[src/rtl/dbg_msg_rx.sv]
module dbg_msg_rx #(
  parameter int SYNC_STAGES = 2,
  parameter int INSTR_W     = 16,
  parameter int CMD_W       = 8,
  parameter int SEL_W       = 3,
  parameter int MAX_CHAIN   = 6,
  parameter logic [7:0] SIG_SELECT = 8'h53,
  parameter logic [7:0] SIG_EXEC   = 8'h58
) (
  input  logic               clk,
  input  logic               rst_n,
  input  logic               sclk,
  input  logic               wr_n,
  input  logic               sdi,
  output logic [SEL_W-1:0]   chain_sel,
  output logic               port_rst,
  output logic               exec_pulse,
  output logic [INSTR_W-1:0] instr,
  output logic [CMD_W-1:0]   cmd
);
  localparam int EXEC_BYTES = INSTR_W/8 + CMD_W/8 + 1;
  localparam int HIST_W     = EXEC_BYTES*8;
  localparam int CNT_W      = $clog2(EXEC_BYTES + 2);
  localparam logic [CNT_W-1:0] CNT_MAX = '1;
  localparam logic [7:0] DIGIT_LO = 8'h31;
  localparam logic [7:0] DIGIT_HI = 8'(8'h30 + MAX_CHAIN);

  logic [SYNC_STAGES-1:0] sclk_q, wr_q, sdi_q;
  logic sclk_d, wr_d;

  always_ff @(posedge clk or negedge rst_n)
    if (!rst_n) begin
      sclk_q <= '0;
      wr_q   <= '1;
      sdi_q  <= '0;
      sclk_d <= 1'b0;
      wr_d   <= 1'b1;
    end else begin
      sclk_q <= {sclk_q[SYNC_STAGES-2:0], sclk};
      wr_q   <= {wr_q[SYNC_STAGES-2:0], wr_n};
      sdi_q  <= {sdi_q[SYNC_STAGES-2:0], sdi};
      sclk_d <= sclk_q[SYNC_STAGES-1];
      wr_d   <= wr_q[SYNC_STAGES-1];
    end

  wire sclk_s = sclk_q[SYNC_STAGES-1];
  wire wr_s   = wr_q[SYNC_STAGES-1];
  wire din    = sdi_q[SYNC_STAGES-1];
  wire wr_fall = wr_d & ~wr_s;
  wire wr_rise = ~wr_d & wr_s;
  wire bit_stb = ~wr_s & sclk_s & ~sclk_d;

  logic [2:0]        bit_idx;
  logic [6:0]        cur;
  logic [CNT_W-1:0]  byte_cnt;
  logic              any_clk;
  logic [HIST_W-1:0] hist;

  always_ff @(posedge clk or negedge rst_n)
    if (!rst_n) begin
      bit_idx  <= '0;
      cur      <= '0;
      byte_cnt <= '0;
      any_clk  <= 1'b0;
      hist     <= '0;
    end else if (wr_fall) begin
      bit_idx  <= '0;
      cur      <= '0;
      byte_cnt <= '0;
      any_clk  <= 1'b0;
    end else if (bit_stb) begin
      any_clk <= 1'b1;
      cur     <= {cur[5:0], din};
      bit_idx <= bit_idx + 3'd1;
      if (bit_idx == 3'd7) begin
        hist <= {hist[HIST_W-9:0], cur, din};
        if (byte_cnt != CNT_MAX) byte_cnt <= byte_cnt + 1'b1;
      end
    end

  wire [7:0] sig   = hist[7:0];
  wire [7:0] digit = hist[15:8];
  wire [7:0] chain = digit - 8'h30;

  wire take_null = wr_rise & ~any_clk;
  wire take_sel  = wr_rise & any_clk & (byte_cnt == CNT_W'(2)) & (sig == SIG_SELECT)
                   & (digit >= DIGIT_LO) & (digit <= DIGIT_HI);
  wire take_exec = wr_rise & (byte_cnt == CNT_W'(EXEC_BYTES)) & (sig == SIG_EXEC);

  always_ff @(posedge clk or negedge rst_n)
    if (!rst_n) begin
      chain_sel  <= '0;
      port_rst   <= 1'b0;
      exec_pulse <= 1'b0;
      instr      <= '0;
      cmd        <= '0;
    end else begin
      exec_pulse <= take_exec;
      if (take_null) begin
        chain_sel <= '0;
        port_rst  <= 1'b0;
      end else if (take_sel) begin
        chain_sel <= chain[SEL_W-1:0];
        if (digit == DIGIT_LO) port_rst <= 1'b1;
      end
      if (take_exec) begin
        instr <= hist[HIST_W-1 -: INSTR_W];
        cmd   <= hist[8 +: CMD_W];
      end
    end
endmodule


[config.mk]
export PLATFORM = sky130hd
export DESIGN_NAME = dbg_msg_rx
export DESIGN_NICKNAME = d
export VERILOG_FILES = /design/src/rtl/dbg_msg_rx.sv
export SDC_FILE = /design/constraint.sdc
export NUM_CORES = 1
export LEC_CHECK = 0
export ABC_CLOCK_PERIOD_IN_PS = 2400
export CORE_MARGIN = 1
export CORE_UTILIZATION = 55
export CTS_CLUSTER_DIAMETER = 100
export DETAILED_ROUTE_END_ITERATION = 6
export PLACE_DENSITY_LB_ADDON = 0.3
export SYNTH_ARGS = -nofsm -noshare
export SYNTH_HDL_FRONTEND = slang
export SYNTH_SLANG_ARGS = --single-unit
[constraint.sdc]
create_clock -name clk -period 2.4 [get_ports clk]
set_input_delay 0.36 -clock clk [delete_from_list [all_inputs] [get_ports clk]]
set_output_delay 0.36 -clock clk [all_outputs]
set_load 0.01 [all_outputs]
==> results.py, run 1 <==
metrics = {
    "outcome": {
        "outcome": "finished clean",
    },
    "power": {
        "p_clk_share_pct": 41.3,
        "leakage_nw": 1.895,
        "p_int_mw": 2.018,
        "total_power_mw": 2.518,
        "swShare_pct": 19.84,
        "powerDensity_nw_per_um2": 649.9,
        "ir_drop_mv": 0.4724,
        "comb_power_share_pct": 2.3,
        "p_sw_mw": 0.4996,
        "seq_power_share_pct": 56.4,
    },
    "synth": {
        "async_flop_share_pct": 100.0,
        "yosysTopAreaCell": "dfrtp_1",
        "synth.area.mux_share_pct": 20.50,
        "synth_area_um2": 3228,
        "synth_cell_types": 32,
        "ys_warn_count": 0,
        "syn_avg_cell_area_um2": 15.59,
        "synth_top_flop_cell": "dfrtp_1",
        "synth_top_family_by_area": "multiplexers",
        "synthAdderAreaFrac_pct": 2.326,
        "synth_cells": 207,
        "ys_ff_latch": 83,
        "synthSimpleGateAreaFrac_pct": 7.132,
        "syn-num-nets": 218,
        "synthXorXnorAreaFrac_pct": 0.2713,
        "synth_compound_area_share_pct": 3.798,
        "seq_area_frac_synth_pct": 64.46,
        "synth_edf_count": 0,
        "synth_top_area_share_pct": 62.02,
        "ys_top_cells_by_area": "dfrtp_1 (62%), mux2_2 (18%), dfstp_2 (2.4%)",
    },
    "sta": {
        "max_slew_margin_pct": 51.90,
        "worstMarginPinSlew_ps": 720.0,
        "fin_setup_tns_ps": 0,
        "fin_crit_sh_pct": 79.99,
        "finalCriticalPeriod_ps": 1920,
        "rsz0062_at_grt": "false",
        "setup_violations": 0,
        "finClkSkew_ps": 11.29,
        "whs_ps": 347.9,
        "hold_violations": 0,
        "layout_setup_ws_ps": 480.2,
        "drv_slew": 0,
        "max_freq_ghz": 0.5209,
    },
    "cells_and_area": {
        "final_area_um2": 3874,
        "layout_commonest_cell": "dfrtp_1",
        "layout.nets": 261,
        "final_cells": 327,
        "n_antenna_cell": 0,
        "most-common-layout-cells": "dfrtp_1 (80), mux2_2 (53), clkdlybuf4s50_1 (32)",
        "utilization_pct": 69.49,
        "area_growth_pct": 20.00,
        "drive_above_1_share_pct": 30.20,
    },
    "route": {
        "wirelength_mm": 5.275,
        "vias": 1813,
        "drc": 0,
        "vias_per_cell": 5.544,
        "drt_iter0_drc": 80,
        "drtAntennaViolNets": 0,
        "wire_per_inst_um": 16.13,
        "dr.pass1.iters": 4,
    },
    "floorplan": {
        "fp-row-count": 27,
        "die_w_um": 78.61,
        "dieArea_um2": 6180,
        "ios": 34,
        "dieHeight_um": 78.61,
        "start_util_pct": 57.91,
        "core_region_area_um2": 5574,
    },
    "critical_path": {
        "crit_fanout": 25,
        "required_ps": 2630,
        "endpoint_kind": "flip-flop",
        "worst-setup-path-type": "flip-flop to flip-flop",
        "startpoint_type": "flip-flop",
        "cp.arrival_ps": 2150,
    },
    "clock_network": {
        "cts_buffer_depth": 2,
        "cts_tree": "done",
        "cts_buffers": 9,
        "clkLatencyLatePin_ps": 350,
        "root_buffer": "clkbuf_8",
        "cts.reportedPaths.clkPinSlew_ps": 70,
        "clock_sinks": 83,
        "htree_levels": 3,
    },
    "global_routing": {
        "grt_pass1_vias": 1820,
        "gr-usage-all-layers_pct": 19.83,
        "antenna_found_initial": 0,
        "grt_start_max_net_pins": 45,
        "grt_pass1_wl_mm": 8.949,
        "grt-ovfl-total": 0,
    },
    "placement": {
        "hpwl_mm": 3.527,
        "dp_cells": 310,
        "dpl_worst_slack_ps": 472.0,
        "gp_congestion": 0.7954,
        "dpl_cell_area_um2": 3660,
        "place.port_buffers": 33,
    },
    "flow_run": {
        "max_cap_violations": 0,
    },
    "min_path": {
        "min_path_type": "flip-flop to flip-flop",
    },
}
[routing by layer]
layer  share of wire (%)  track usage (%)  vias to the layer above
li1                    -                -                      832
met1                  46            25.86                      927
met2                  48            31.04                       40
met3                 3.1            3.488                       14
met4                 2.8            12.04                        0
met5                   0                0                        -
[cell type report]
class	instances	area (µm²)
Multi-Input combinational cell	116	1099
Fill cell	399	1700
Clock buffer	13	138.9
Sequential cell	83	2081
Timing Repair Buffer	38	392.9
Inverter	2	7.507
Tap cell	72	90.09
Clock inverter	3	65.06
[Yosys cell counts, types with 3 or more instances]
cell type   n
dfrtp_1    80
mux2_2     53
a22o_1      9
nor2_1      8
ha_1        6
nand4_1     5
nor2b_1     5
mux2_1      4
a21oi_1     3
buf_2       3
dfstp_2     3
o21ai_0     3
[cell families after synthesis]
kind of cell / count (synthesis)
fa+ha+maj: 6
buf+inv: 8
flops: 83
compound gates: 17
simple gates: 33
xor+xnor: 1
mux: 59
[state kept, by name, indices dropped and copies added, names as in the netlist]
name        count
hist           32
sclk_d          1
cmd             8
instr          16
port_rst        1
wr_d            1
exec_pulse      1
sdi_q           2
wr_q            2
any_clk         1
sclk_q          2
bit_idx         3
cur             7
byte_cnt        3
chain_sel       3
[final timing paths]
check | startpoint | endpoint | slack, ps | depth (start not counted)
max reg2reg | wr_q[1] | instr[6] | 480 | 5
max in group asynchronous | rst_n | wr_d | 1190 | 3
min reg2reg | sclk_q[0] | sclk_q[1] | 350 | 0
min in group asynchronous | rst_n | instr[14] | 530 | 2
min | sclk_q[0] | sclk_q[1] | 350 | 0
max | wr_q[1] | instr[6] | 480 | 5
[power by group through the flow]
| stage | logic (mW) | clock network (mW) | registers [mW] |
|---|---|---|---|
| 4_1_cts | 0.0598 | 1.07 | 1.42 |
| 2_1_floorplan | 0.0164 | 0 | 1.45 |
| 5_1_grt | 0.0665 | 1.12 | 1.42 |
| 6_report | 0.0576 | 1.04 | 1.42 |
| 3_5_place_dp | 0.0585 | 0 | 1.45 |
| 3_3_place_gp | 0.0574 | 0 | 1.45 |
[critical path: stages, from the launching register on]
cell,delay (ps)
dfstp_2,570
nor2b_1,270
nand3_2,140
nor2_4,110
buf_4,330
mux2_2,380
[what timing repair did]
item                                   CTS  global route
endpoints found under the hold margin   37             0
resized for setup                        0             0
hold buffers                             1             0
setup buffers                            0             0
No activity file was read; power rests on OpenSTA's default activity.
==> run 2: changes to the inputs <==
Settings changed: ABC_CLOCK_PERIOD_IN_PS 2400 to 1900.
Clock period 2.4 ns to 1.9 ns, I/O delays scaled along.
==> run 2 against run 1 <==
  * Non-clock buffer count increased by 3
  * Count of clock-buffer cells in the layout down 1
  * Combinational power rose by 34%
  * Critical path depth rose by 1
  * Setup slack worse by 320 ps
  * Sequential power is 26% higher
  * Design area grew 0.84%
  * Core utilization increased by 0.58 points
  * Clock power is 17% higher
  * Maximum frequency up 10%
  * Clock skew is 1.9 ps lower
  * Die area did not move
  * Critical endpoint is now chain_sel[0]
==> results.py, run 2 (synthesis results as in run 1) <==
metrics = {
    "clock_network": {
        "cts_buffers": 9,
        "cts_setup_buffers": 0,
        "root_buffer": "clkbuf_8",
        "cts.reportedPaths.clkPinSlew_ps": 80,
        "clkLatencyLatePin_ps": 340,
        "cts_buffer_depth": 2,
        "clock_sinks": 83,
        "htree_levels": 3,
        "cts_tree": "done",
    },
    "critical_path": {
        "worstReg2RegStart": "byte_cnt[0]",
        "slowest_stage": "or4b_1",
        "critical_path.cell_chain": "inv_1 > ha_1 > nor4b_2 > or4b_1 > o21ai_0 > a21oi_1",
        "required_ps": 2110,
        "r2r_end": "chain_sel[0]",
        "endpoint_kind": "flip-flop",
        "r2r_cells": 6,
        "cp_slowest_stage_delay_ps": 500,
        "r2r_slack_ps": 160,
        "startpoint_type": "flip-flop",
        "worst-setup-path-type": "flip-flop to flip-flop",
        "crit_fanout": 3,
        "cp.arrival_ps": 1950,
    },
    "min_path": {
        "hold_path.startpoint": "wr_n",
        "hold_end": "wr_q[0]",
        "whs_path_depth": 1,
        "min_path_type": "input port to flip-flop",
    },
    "placement": {
        "hpwl_mm": 3.451,
        "gp_congestion": 0.8211,
        "dpl_worst_slack_ps": 49.80,
        "place.port_buffers": 33,
        "dpl_cell_area_um2": 3695,
    },
    "cells_and_area": {
        "layout_commonest_cell": "dfrtp_1",
        "largestRegisters": "hist: 32 flops, instr: 16 flops, cmd: 8 flops",
        "n_antenna_cell": 0,
        "nFillCells": 378,
        "final_area_um2": 3906,
        "max_flop_register": "hist",
        "largest_reg_flops": 32,
        "most-common-layout-cells": "dfrtp_1 (80), mux2_2 (53), clkdlybuf4s50_1 (32)",
        "drive_above_1_share_pct": 32.17,
        "utilization_pct": 70.08,
        "layout.nets": 264,
        "area_growth_pct": 21.01,
    },
    "floorplan": {
        "dieHeight_um": 78.61,
        "ios": 34,
        "core_region_area_um2": 5574,
        "die_w_um": 78.61,
        "start_util_pct": 57.91,
        "dieArea_um2": 6180,
        "fp-row-count": 27,
    },
    "route": {
        "vias_per_cell": 5.452,
        "wire_per_inst_um": 15.31,
        "wirelength_mm": 5.051,
        "drt_iter0_drc": 98,
        "dr.pass1.iters": 4,
        "vias": 1799,
        "drc": 0,
        "drtAntennaViolNets": 0,
    },
    "flow_run": {
        "max_cap_violations": 0,
    },
    "outcome": {
        "outcome": "finished clean",
    },
    "global_routing": {
        "grt_pass1_vias": 1765,
        "grt_pass1_wl_mm": 8.700,
        "grt-ovfl-total": 0,
        "grt_start_max_net_pins": 40,
        "antenna_found_initial": 0,
        "gr-usage-all-layers_pct": 18.92,
    },
    "sta": {
        "max_slew_margin_pct": 72.54,
        "setup_violations": 0,
        "hold_violations": 0,
        "max_freq_ghz": 0.5747,
        "fin_crit_sh_pct": 91.58,
        "rsz0062_at_grt": "false",
        "finClkSkew_ps": 9.376,
        "drv_slew": 0,
        "worstMarginPinSlew_ps": 411.9,
        "finalCriticalPeriod_ps": 1740,
        "fin_setup_tns_ps": 0,
        "layout_setup_ws_ps": 159.9,
    },
    "power": {
        "leakage_nw": 1.905,
        "powerDensity_nw_per_um2": 792.0,
        "ir_drop_mv": 0.9286,
    },
}
==> run 2: what timing repair did <==
| item | 4_1_cts | 5_1_grt |
|---|---|---|
| hold buffers | 1 | 0 |
| resized for setup | 0 | 1 |
| endpoints found under the setup margin | 0 | 3 |
| hold endpoints to repair | 29 | 0 |
==> run 2: critical path: cells and delay by family (launching register included) <==
kind	cells	cell delay (ps)
AOI/OAI and AO/OA	2	270
and+or+nand+nor	2	710
buffers and inverters	1	110
adders and majority gates	1	150
DFF	1	380
==> run 2: where the power goes <==
| part | internal [mW] | leakage (nW) | switching [mW] |
|---|---|---|---|
| combinational | 0.0282 | 0.677 | 0.0490 |
| clock | 0.642 | 0.0926 | 0.580 |
| sequential | 1.78 | 1.14 | 0.0103 |
| total | 2.45 | 1.91 | 0.640 |
==> run 2: metrics by stage <==
step / hold WS [ps] / cells / total power [mW]
2_1_floorplan: -10.59 / 207 / 1.847
3_3_place_gp: 238.2 / 313 / 1.905
3_5_place_dp: 246.1 / 313 / 1.908
4_1_cts: 331.3 / 330 / 3.136
5_1_grt: 325.5 / 330 / 3.214
6_report: 347.9 / 330 / 3.094
==> run 2: worst max-delay path by stage <==
stage                           start      endpoint  slack (ps)  cells after the start
after floorplan               wr_q[1]        cmd[5]         200                      5
after global placement    byte_cnt[0]  chain_sel[2]         160                      6
after detailed placement  byte_cnt[0]  chain_sel[1]          50                      6
after CTS                 byte_cnt[0]  chain_sel[1]          50                      6
after global routing      byte_cnt[0]  chain_sel[1]          10                      6
final                     byte_cnt[0]  chain_sel[0]         160                      6
==> run 2: routing by layer <==
metal  routed length [µm]  part of all wire (%)  global-route usage (%)
met3                  154                   3.0                   4.884
met4                   80                   1.6                   7.778
met5                    0                     0                       0
met1                 2357                    47                   26.15
met2                 2458                    49                   28.52
==> run 2: cell type report <==
class	count	area, µm²	share of cell area [%]
multi-input combinational	116	1105	28.28
timing repair buffer	41	427.9	10.95
clock inverter	4	50.05	1.281
sequential	83	2081	53.27
clock buffer	12	145.1	3.716
inverter	2	7.507	0.1922
tap	72	90.09	2.306
